File: src/rtl/evt_status_pkg.sv
package evt_status_pkg;

    typedef enum logic [1:0] {
        OP_RD_EVENTS = 2'b00,
        OP_RD_BIT    = 2'b01,
        OP_WR_MASK   = 2'b10,
        OP_RD_MASK   = 2'b11
    } host_op_e;

    typedef enum logic {
        ST_IDLE  = 1'b0,
        ST_REPLY = 1'b1
    } host_state_e;

endpackage

File: src/rtl/evs_edge_latch.sv
module evs_edge_latch #(
    parameter int WIDTH      = 8,
    parameter int FLAG_COUNT = 5
) (
    input  logic             clk,
    input  logic             rst_n,
    input  logic [WIDTH-1:0] cond_in,
    input  logic [WIDTH-1:0] clr_vec,
    output logic [WIDTH-1:0] evt_q
);

    for (genvar i = 0; i < WIDTH; i++) begin : g_bit
        if (i < FLAG_COUNT) begin : g_live
            logic prev_q;
            logic bit_q;

            always_ff @(posedge clk or negedge rst_n) begin
                if (!rst_n) begin
                    prev_q <= 1'b0;
                    bit_q  <= 1'b0;
                end else begin
                    prev_q <= cond_in[i];
                    bit_q  <= (bit_q & ~clr_vec[i]) | (cond_in[i] & ~prev_q);
                end
            end

            assign evt_q[i] = bit_q;

            // a sampled rising edge always leaves the event set
            a_r2_rise_sets: assert property (@(posedge clk) disable iff (!rst_n)
                (cond_in[i] && !prev_q) |=> evt_q[i]);

            // a falling condition without a clear leaves the event alone
            a_r3_fall_inert: assert property (@(posedge clk) disable iff (!rst_n)
                (!cond_in[i] && prev_q && !clr_vec[i]) |=> $stable(evt_q[i]));

            // with no clear pending a set bit stays set
            a_r4_sticky: assert property (@(posedge clk) disable iff (!rst_n)
                (evt_q[i] && !clr_vec[i]) |=> evt_q[i]);
        end else begin : g_dead
            assign evt_q[i] = 1'b0;
        end
    end

endmodule

File: src/rtl/evs_enable_mask.sv
module evs_enable_mask #(
    parameter int WIDTH = 8
) (
    input  logic             clk,
    input  logic             rst_n,
    input  logic             mask_we,
    input  logic [WIDTH-1:0] mask_wdata,
    input  logic [WIDTH-1:0] evt_q,
    output logic [WIDTH-1:0] mask_q,
    output logic             summary
);

    always_ff @(posedge clk or negedge rst_n) begin
        if (!rst_n) begin
            mask_q <= '0;
        end else if (mask_we) begin
            mask_q <= mask_wdata;
        end
    end

    always_comb begin
        summary = |(mask_q & evt_q);
    end

    // the mask holds unless written
    a_r7_mask_hold: assert property (@(posedge clk) disable iff (!rst_n)
        !mask_we |=> $stable(mask_q));

    // a write lands on the next edge
    a_r7_mask_load: assert property (@(posedge clk) disable iff (!rst_n)
        mask_we |=> (mask_q == $past(mask_wdata)));

    // no events means no summary
    a_r8_quiet: assert property (@(posedge clk) disable iff (!rst_n)
        (evt_q == '0) |-> !summary);

endmodule

File: src/rtl/evs_host_fsm.sv
module evs_host_fsm
    import evt_status_pkg::*;
#(
    parameter int WIDTH = 8,
    parameter int IDX_W = 3
) (
    input  logic             clk,
    input  logic             rst_n,
    input  logic             req_valid,
    input  logic [1:0]       req_op,
    input  logic [IDX_W-1:0] req_idx,
    input  logic [WIDTH-1:0] req_wdata,
    input  logic             clear_all,
    input  logic [WIDTH-1:0] evt_q,
    input  logic [WIDTH-1:0] mask_q,
    output logic [WIDTH-1:0] clr_vec,
    output logic             mask_we,
    output logic [WIDTH-1:0] mask_wdata,
    output logic             rsp_valid,
    output logic [WIDTH-1:0] rsp_data
);

    host_state_e state_q, state_d;
    host_op_e    op;
    logic [WIDTH-1:0] reply_d;
    logic [WIDTH-1:0] reply_q;

    assign op = host_op_e'(req_op);

    // state register
    always_ff @(posedge clk or negedge rst_n) begin
        if (!rst_n) begin
            state_q <= ST_IDLE;
            reply_q <= '0;
        end else begin
            state_q <= state_d;
            reply_q <= reply_d;
        end
    end

    // next state: accept, chain, drain
    always_comb begin
        state_d = state_q;
        unique case (state_q)
            ST_IDLE:  state_d = req_valid ? ST_REPLY : ST_IDLE;
            ST_REPLY: state_d = req_valid ? ST_REPLY : ST_IDLE;
            default:  state_d = ST_IDLE;
        endcase
    end

    // outputs toward the datapath and the reply
    always_comb begin
        clr_vec    = clear_all ? '1 : '0;
        mask_we    = 1'b0;
        mask_wdata = req_wdata;
        reply_d    = '0;
        if (req_valid) begin
            unique case (op)
                OP_RD_EVENTS: begin
                    reply_d = evt_q;
                    clr_vec = '1;
                end
                OP_RD_BIT: begin
                    reply_d = {{(WIDTH-1){1'b0}}, evt_q[req_idx]};
                    clr_vec = clr_vec | (WIDTH'(1) << req_idx);
                end
                OP_WR_MASK: begin
                    mask_we = 1'b1;
                end
                OP_RD_MASK: begin
                    reply_d = mask_q;
                end
                default: reply_d = '0;
            endcase
        end
    end

    assign rsp_valid = (state_q == ST_REPLY);
    assign rsp_data  = reply_q;

    // every request is answered on the next cycle
    a_r12_reply_follows: assert property (@(posedge clk) disable iff (!rst_n)
        req_valid |=> rsp_valid);

    // no reply without a request
    a_r12_no_spurious: assert property (@(posedge clk) disable iff (!rst_n)
        !req_valid |=> (!rsp_valid && rsp_data == '0));

    // a bit query carries only bit 0
    a_r6_bit_narrow: assert property (@(posedge clk) disable iff (!rst_n)
        (req_valid && req_op == 2'b01) |=> (rsp_data[WIDTH-1:1] == '0));

    // a mask read returns the mask seen at request time
    a_r7_mask_reply: assert property (@(posedge clk) disable iff (!rst_n)
        (req_valid && req_op == 2'b11) |=> (rsp_data == $past(mask_q)));

endmodule

File: src/rtl/evt_status_reg.sv
module evt_status_reg #(
    parameter int WIDTH      = 8,
    parameter int FLAG_COUNT = 5,
    parameter int IDX_W      = $clog2(WIDTH)
) (
    input  logic             clk,
    input  logic             rst_n,
    input  logic [WIDTH-1:0] cond_in,
    input  logic             clear_all,
    input  logic             req_valid,
    input  logic [1:0]       req_op,
    input  logic [IDX_W-1:0] req_idx,
    input  logic [WIDTH-1:0] req_wdata,
    output logic             rsp_valid,
    output logic [WIDTH-1:0] rsp_data,
    output logic             summary
);

    logic [WIDTH-1:0] evt_q;
    logic [WIDTH-1:0] mask_q;
    logic [WIDTH-1:0] clr_vec;
    logic             mask_we;
    logic [WIDTH-1:0] mask_wdata;

    evs_edge_latch #(
        .WIDTH      (WIDTH),
        .FLAG_COUNT (FLAG_COUNT)
    ) u_latch (
        .clk     (clk),
        .rst_n   (rst_n),
        .cond_in (cond_in),
        .clr_vec (clr_vec),
        .evt_q   (evt_q)
    );

    evs_enable_mask #(
        .WIDTH (WIDTH)
    ) u_mask (
        .clk        (clk),
        .rst_n      (rst_n),
        .mask_we    (mask_we),
        .mask_wdata (mask_wdata),
        .evt_q      (evt_q),
        .mask_q     (mask_q),
        .summary    (summary)
    );

    evs_host_fsm #(
        .WIDTH (WIDTH),
        .IDX_W (IDX_W)
    ) u_fsm (
        .clk        (clk),
        .rst_n      (rst_n),
        .req_valid  (req_valid),
        .req_op     (req_op),
        .req_idx    (req_idx),
        .req_wdata  (req_wdata),
        .clear_all  (clear_all),
        .evt_q      (evt_q),
        .mask_q     (mask_q),
        .clr_vec    (clr_vec),
        .mask_we    (mask_we),
        .mask_wdata (mask_wdata),
        .rsp_valid  (rsp_valid),
        .rsp_data   (rsp_data)
    );

    // after a full read only bits whose condition was high may remain
    a_r5_read_clears: assert property (@(posedge clk) disable iff (!rst_n)
        (req_valid && req_op == 2'b00) |=> ((evt_q & ~$past(cond_in)) == '0));

    // after clear-all only bits whose condition was high may remain
    a_r9_clear_all: assert property (@(posedge clk) disable iff (!rst_n)
        clear_all |=> ((evt_q & ~$past(cond_in)) == '0));

    // a bit query leaves every other set bit set
    a_r6_others_kept: assert property (@(posedge clk) disable iff (!rst_n)
        (req_valid && req_op == 2'b01 && !clear_all) |=>
        ((($past(evt_q) & ~(WIDTH'(1) << $past(req_idx))) & ~evt_q) == '0));

    // undefined positions never latch
    a_r1_undef_zero: assert property (@(posedge clk) disable iff (!rst_n)
        req_valid |=> (evt_q[WIDTH-1:FLAG_COUNT] == '0));

endmodule

File: config.mk
export PLATFORM = sky130hd
export DESIGN_NAME = evt_status_reg
export DESIGN_NICKNAME = d
export VERILOG_FILES = /design/src/rtl/evt_status_pkg.sv /design/src/rtl/evs_edge_latch.sv /design/src/rtl/evs_enable_mask.sv /design/src/rtl/evs_host_fsm.sv /design/src/rtl/evt_status_reg.sv
export SDC_FILE = /design/constraint.sdc
export NUM_CORES = 1
export LEC_CHECK = 0
export BUFFER_PORTS_ARGS = -buffer_cell sky130_fd_sc_hd__buf_2
export CORE_MARGIN = 1.5
export CORE_UTILIZATION = 47
export CTS_BUF_LIST = sky130_fd_sc_hd__clkbuf_4 sky130_fd_sc_hd__clkbuf_8
export CTS_CLUSTER_SIZE = 30
export DETAILED_ROUTE_END_ITERATION = 6
export HOLD_SLACK_MARGIN = 0.08
export PLACE_DENSITY = 0.78
export SYNTH_ARGS = -nofsm -noshare
export SYNTH_HDL_FRONTEND = slang
export SYNTH_SLANG_ARGS = --single-unit
File: constraint.sdc
create_clock -name clk -period 1.4 [get_ports clk]
set_input_delay 0.14 -clock clk [delete_from_list [all_inputs] [get_ports clk]]
set_output_delay 0.14 -clock clk [all_outputs]
set_load 0.02 [all_outputs]
==> flow_summary_export.csv <==
group,metric,value,unit
synthesis,synth.avg_cell_area,12.2,um2
grt,antenna_found_initial,0,
power,powerDensity,1020,mW/mm2
sta,clock.fmax,0.654,GHz
sta,fin_ws,-130,ps
grt,grt_pass1_vias,876,
clocking,cts_buffers,3,
layout,fin_util,68.6,%
synthesis,synth_top_area_share,60.1,%
clocking,cts_tree,"built",
setup_path,slowest_delay,420,ps
die,coreArea,0.00223,mm2
setup_path,critPathArrivalTime,1390,ps
placed_design,placed_cells,150,
power,total_power,1.56,mW
layout,area_growth,36.3,%
sta,worst_pin_slew,557,ps
worst_hold_path,holdPathStages,3,
synthesis,synth.area.top_cells,"dfrtp_1 60%, mux2_2 8.0%, o32ai_1 3.9%",
synthesis,yosys_warnings,0,
layout,fin_cells,172,
setup_path,worstPathRequired,1260,ps
placed_design,place_ws,43.8,ps
layout,n_fill_cell,174,
flow_run,drv_cap,0,
drt,vias,900,
drt,routed_wirelength,2260,um
layout,drive_gt1_share,36.1,%
setup_path,cp_max_fo,4,
grt,grt_usage,19.3,%
power,p_leak,0.765,nW
sta,max_slew_margin,62.9,%
sta,layout_min_cycle_time,1530,ps
synthesis,synth_area,0.00112,mm2
synthesis,syn_nets,117,
synthesis,async_flop_share,100,%
setup_path,r2r-start,"u_latch.g_bit[0].g_live.bit_q",
drt,ant_nets,0,
worst_hold_path,min_from,"req_op[1]",
die,dieArea,0.00269,mm2
setup_path,crit_top_cell,"buf_6",
die,dieWidth,51.9,um
synthesis,yosysUniqueCellTypes,24,
clocking,cts.sinks,27,
placed_design,dp.final_hpwl,1540,um
drt,vias_per_cell,5.23,
grt,grt_pass1_wl,3840,um
status,status,"finished with violations",
power,ir_drop,0.807,mV
placed_design,routabilityCongestion,0.775,
layout,final_common_cell,"buf_2",
clocking,cts_buffer_depth,2,
setup_path,critPathCaptureType,"output pin",
die,pin_count,35,
drt,firstDrtPassIters,5,
sta,clock_skew,1.86,ps
placed_design,io_buffers,31,
die,die_h,51.9,um
setup_path,crit_chain,"buf_6 -> a222oi_1 -> nand2_1 -> buf_6",
sta,slew_violations,0,
synthesis,synth-edff-count,0,
clocking,root_buffer,"clkbuf_4",
layout,diodes,0,
synthesis,yosysTopAreaCell,"dfrtp_1",
drt,drtIter0Drc,22,
synthesis,postSynthCellCount,92,
sta,rsz0062_at_grt,"yes",
worst_hold_path,min_to,"u_fsm.rsp_data[0]",
layout,finalNetCount,170,
setup_path,reg2regPathDepth,4,
sta,finalSetupViolations,2,
synthesis,ys_ff_latch,27,
layout,layout_common_cells,"30 x buf_2, 27 x dfrtp_1, 16 x dlygate4sd3_1",
status,violations,"negative setup slack",
setup_path,worst-setup-path-type,"register to output pin",
setup_path,r2r_slack,-130,ps
sta,timing.final.hold_violations,0,
clocking,cts_htree_levels,1,
sta,fin_crit_sh,109,%
grt,grt_max_degree,28,
clocking,clk_latency,330,ps
die,start_util,50.3,%
setup_path,cp-start-kind,"register",
synthesis,ys_seq_area_share,60.1,%
drt,drcViolationCount,0,
setup_path,r2r_end,"u_fsm.rsp_data[0]",
grt,overflow,0,
drt,wl_per_cell,13.1,um
synthesis,ys.flop_type,"dfrtp_1",
worst_hold_path,hp-class,"input pin to register",
die,rows,17,
setup_path,crit_slowest_cell,"dfrtp_1",
clocking,clk_pin_slew,140,ps
-- report_power, final --
| group | internal (mW) | switching, mW | total [mW] |
|---|---|---|---|
| Sequential | 0.857 | 0.0502 | 0.907 |
| Clock | 0.109 | 0.228 | 0.338 |
| Combinational | 0.174 | 0.145 | 0.319 |
-- worst max-delay path by stage --
stage	depth (start not counted)	end	startpoint	slack, ps
after floorplan	3	u_fsm.rsp_data[0]	u_latch.g_bit[0].g_live.bit_q	50
after global placement	3	u_fsm.rsp_data[0]	u_latch.g_bit[0].g_live.bit_q	80
after detailed placement	3	u_fsm.rsp_data[0]	u_latch.g_bit[0].g_live.bit_q	40
after CTS	4	u_fsm.rsp_data[0]	u_latch.g_bit[0].g_live.bit_q	-110
after global routing	4	summary	u_latch.g_bit[0].g_live.bit_q	-220
final	4	summary	u_latch.g_bit[0].g_live.bit_q	-130
-- worst max-delay path: cells and delay by family (launching register included) --
family | cells | cell delay (ps)
AOI/OAI and AO/OA | 1 | 230
DFF | 1 | 420
and+or+nand+nor | 1 | 130
buffers and inverters | 2 | 280
-- flip-flops by register name, indices dropped and copies added (netlist names) --
signal	flops
u_latch.g_bit.g_live.prev_q	5
u_latch.g_bit.g_live.bit_q	5
u_mask.mask_q	8
u_fsm.rsp_data	8
u_fsm.rsp_valid	1
-- stage by stage --
| stage | setup TNS, ps | hold WS (ps) | area (um2) |
|---|---|---|---|
| 2_1_floorplan | 0 | -156 | 1120 |
| 3_3_place_gp | 0 | 156 | 1320 |
| 3_5_place_dp | 0 | 167 | 1320 |
| 4_1_cts | -212 | 170 | 1530 |
| 5_1_grt | -393 | 195 | 1530 |
| 6_report | -255 | 180 | 1530 |
-- timing repair --
| action | in CTS | in global routing |
|---|---|---|
| endpoints found under the setup margin | 1 | 2 |
| pin swaps | 2 | 1 |
| gates resized for setup | 3 | 0 |
| hold buffers | 16 | 0 |
| hold endpoints to repair | 46 | 0 |
| buffers inserted | 2 | 0 |
-- layer usage --
metal	GRT usage (%)	wire [um]	vias up	share of wire [%]
li1	-	-	433	-
met1	25.1	1000	430	44
met2	31.2	1090	32	48
met3	3.16	125	5	5.5
met4	9.65	35	0	1.5
met5	0	0	-	0
-- kinds of logic after synthesis --
| family | count (synthesis) | share of synthesized area (%) |
|---|---|---|
| flops | 27 | 60.1 |
| simple gates | 23 | 12.6 |
| compound gates | 19 | 12.6 |
| buf+inv | 13 | 4.45 |
| mux | 10 | 10.2 |
-- cells in the mapped netlist (2+ instances only) --
cell / instances
a21oi_1: 5
a22oi_1: 5
and3_1: 4
clkbuf_1: 2
dfrtp_1: 27
inv_1: 10
mux2_2: 8
nand2_1: 2
nand3b_1: 2
nor2_1: 4
nor2b_1: 4
o32ai_1: 5
or3b_2: 3
-- area by class of cell --
type                       instances  area [um2]  area share (%)
tap                               28        35.0            2.29
timing repair buffer              51         355            23.2
inverter                          10        37.5            2.45
clock buffer                       3        22.5            1.47
clock inverter                     1        7.51           0.490
multi-input combinational         52         398            26.0
sequential                        27         676            44.1
No activity file was read; power rests on OpenSTA's default activity.
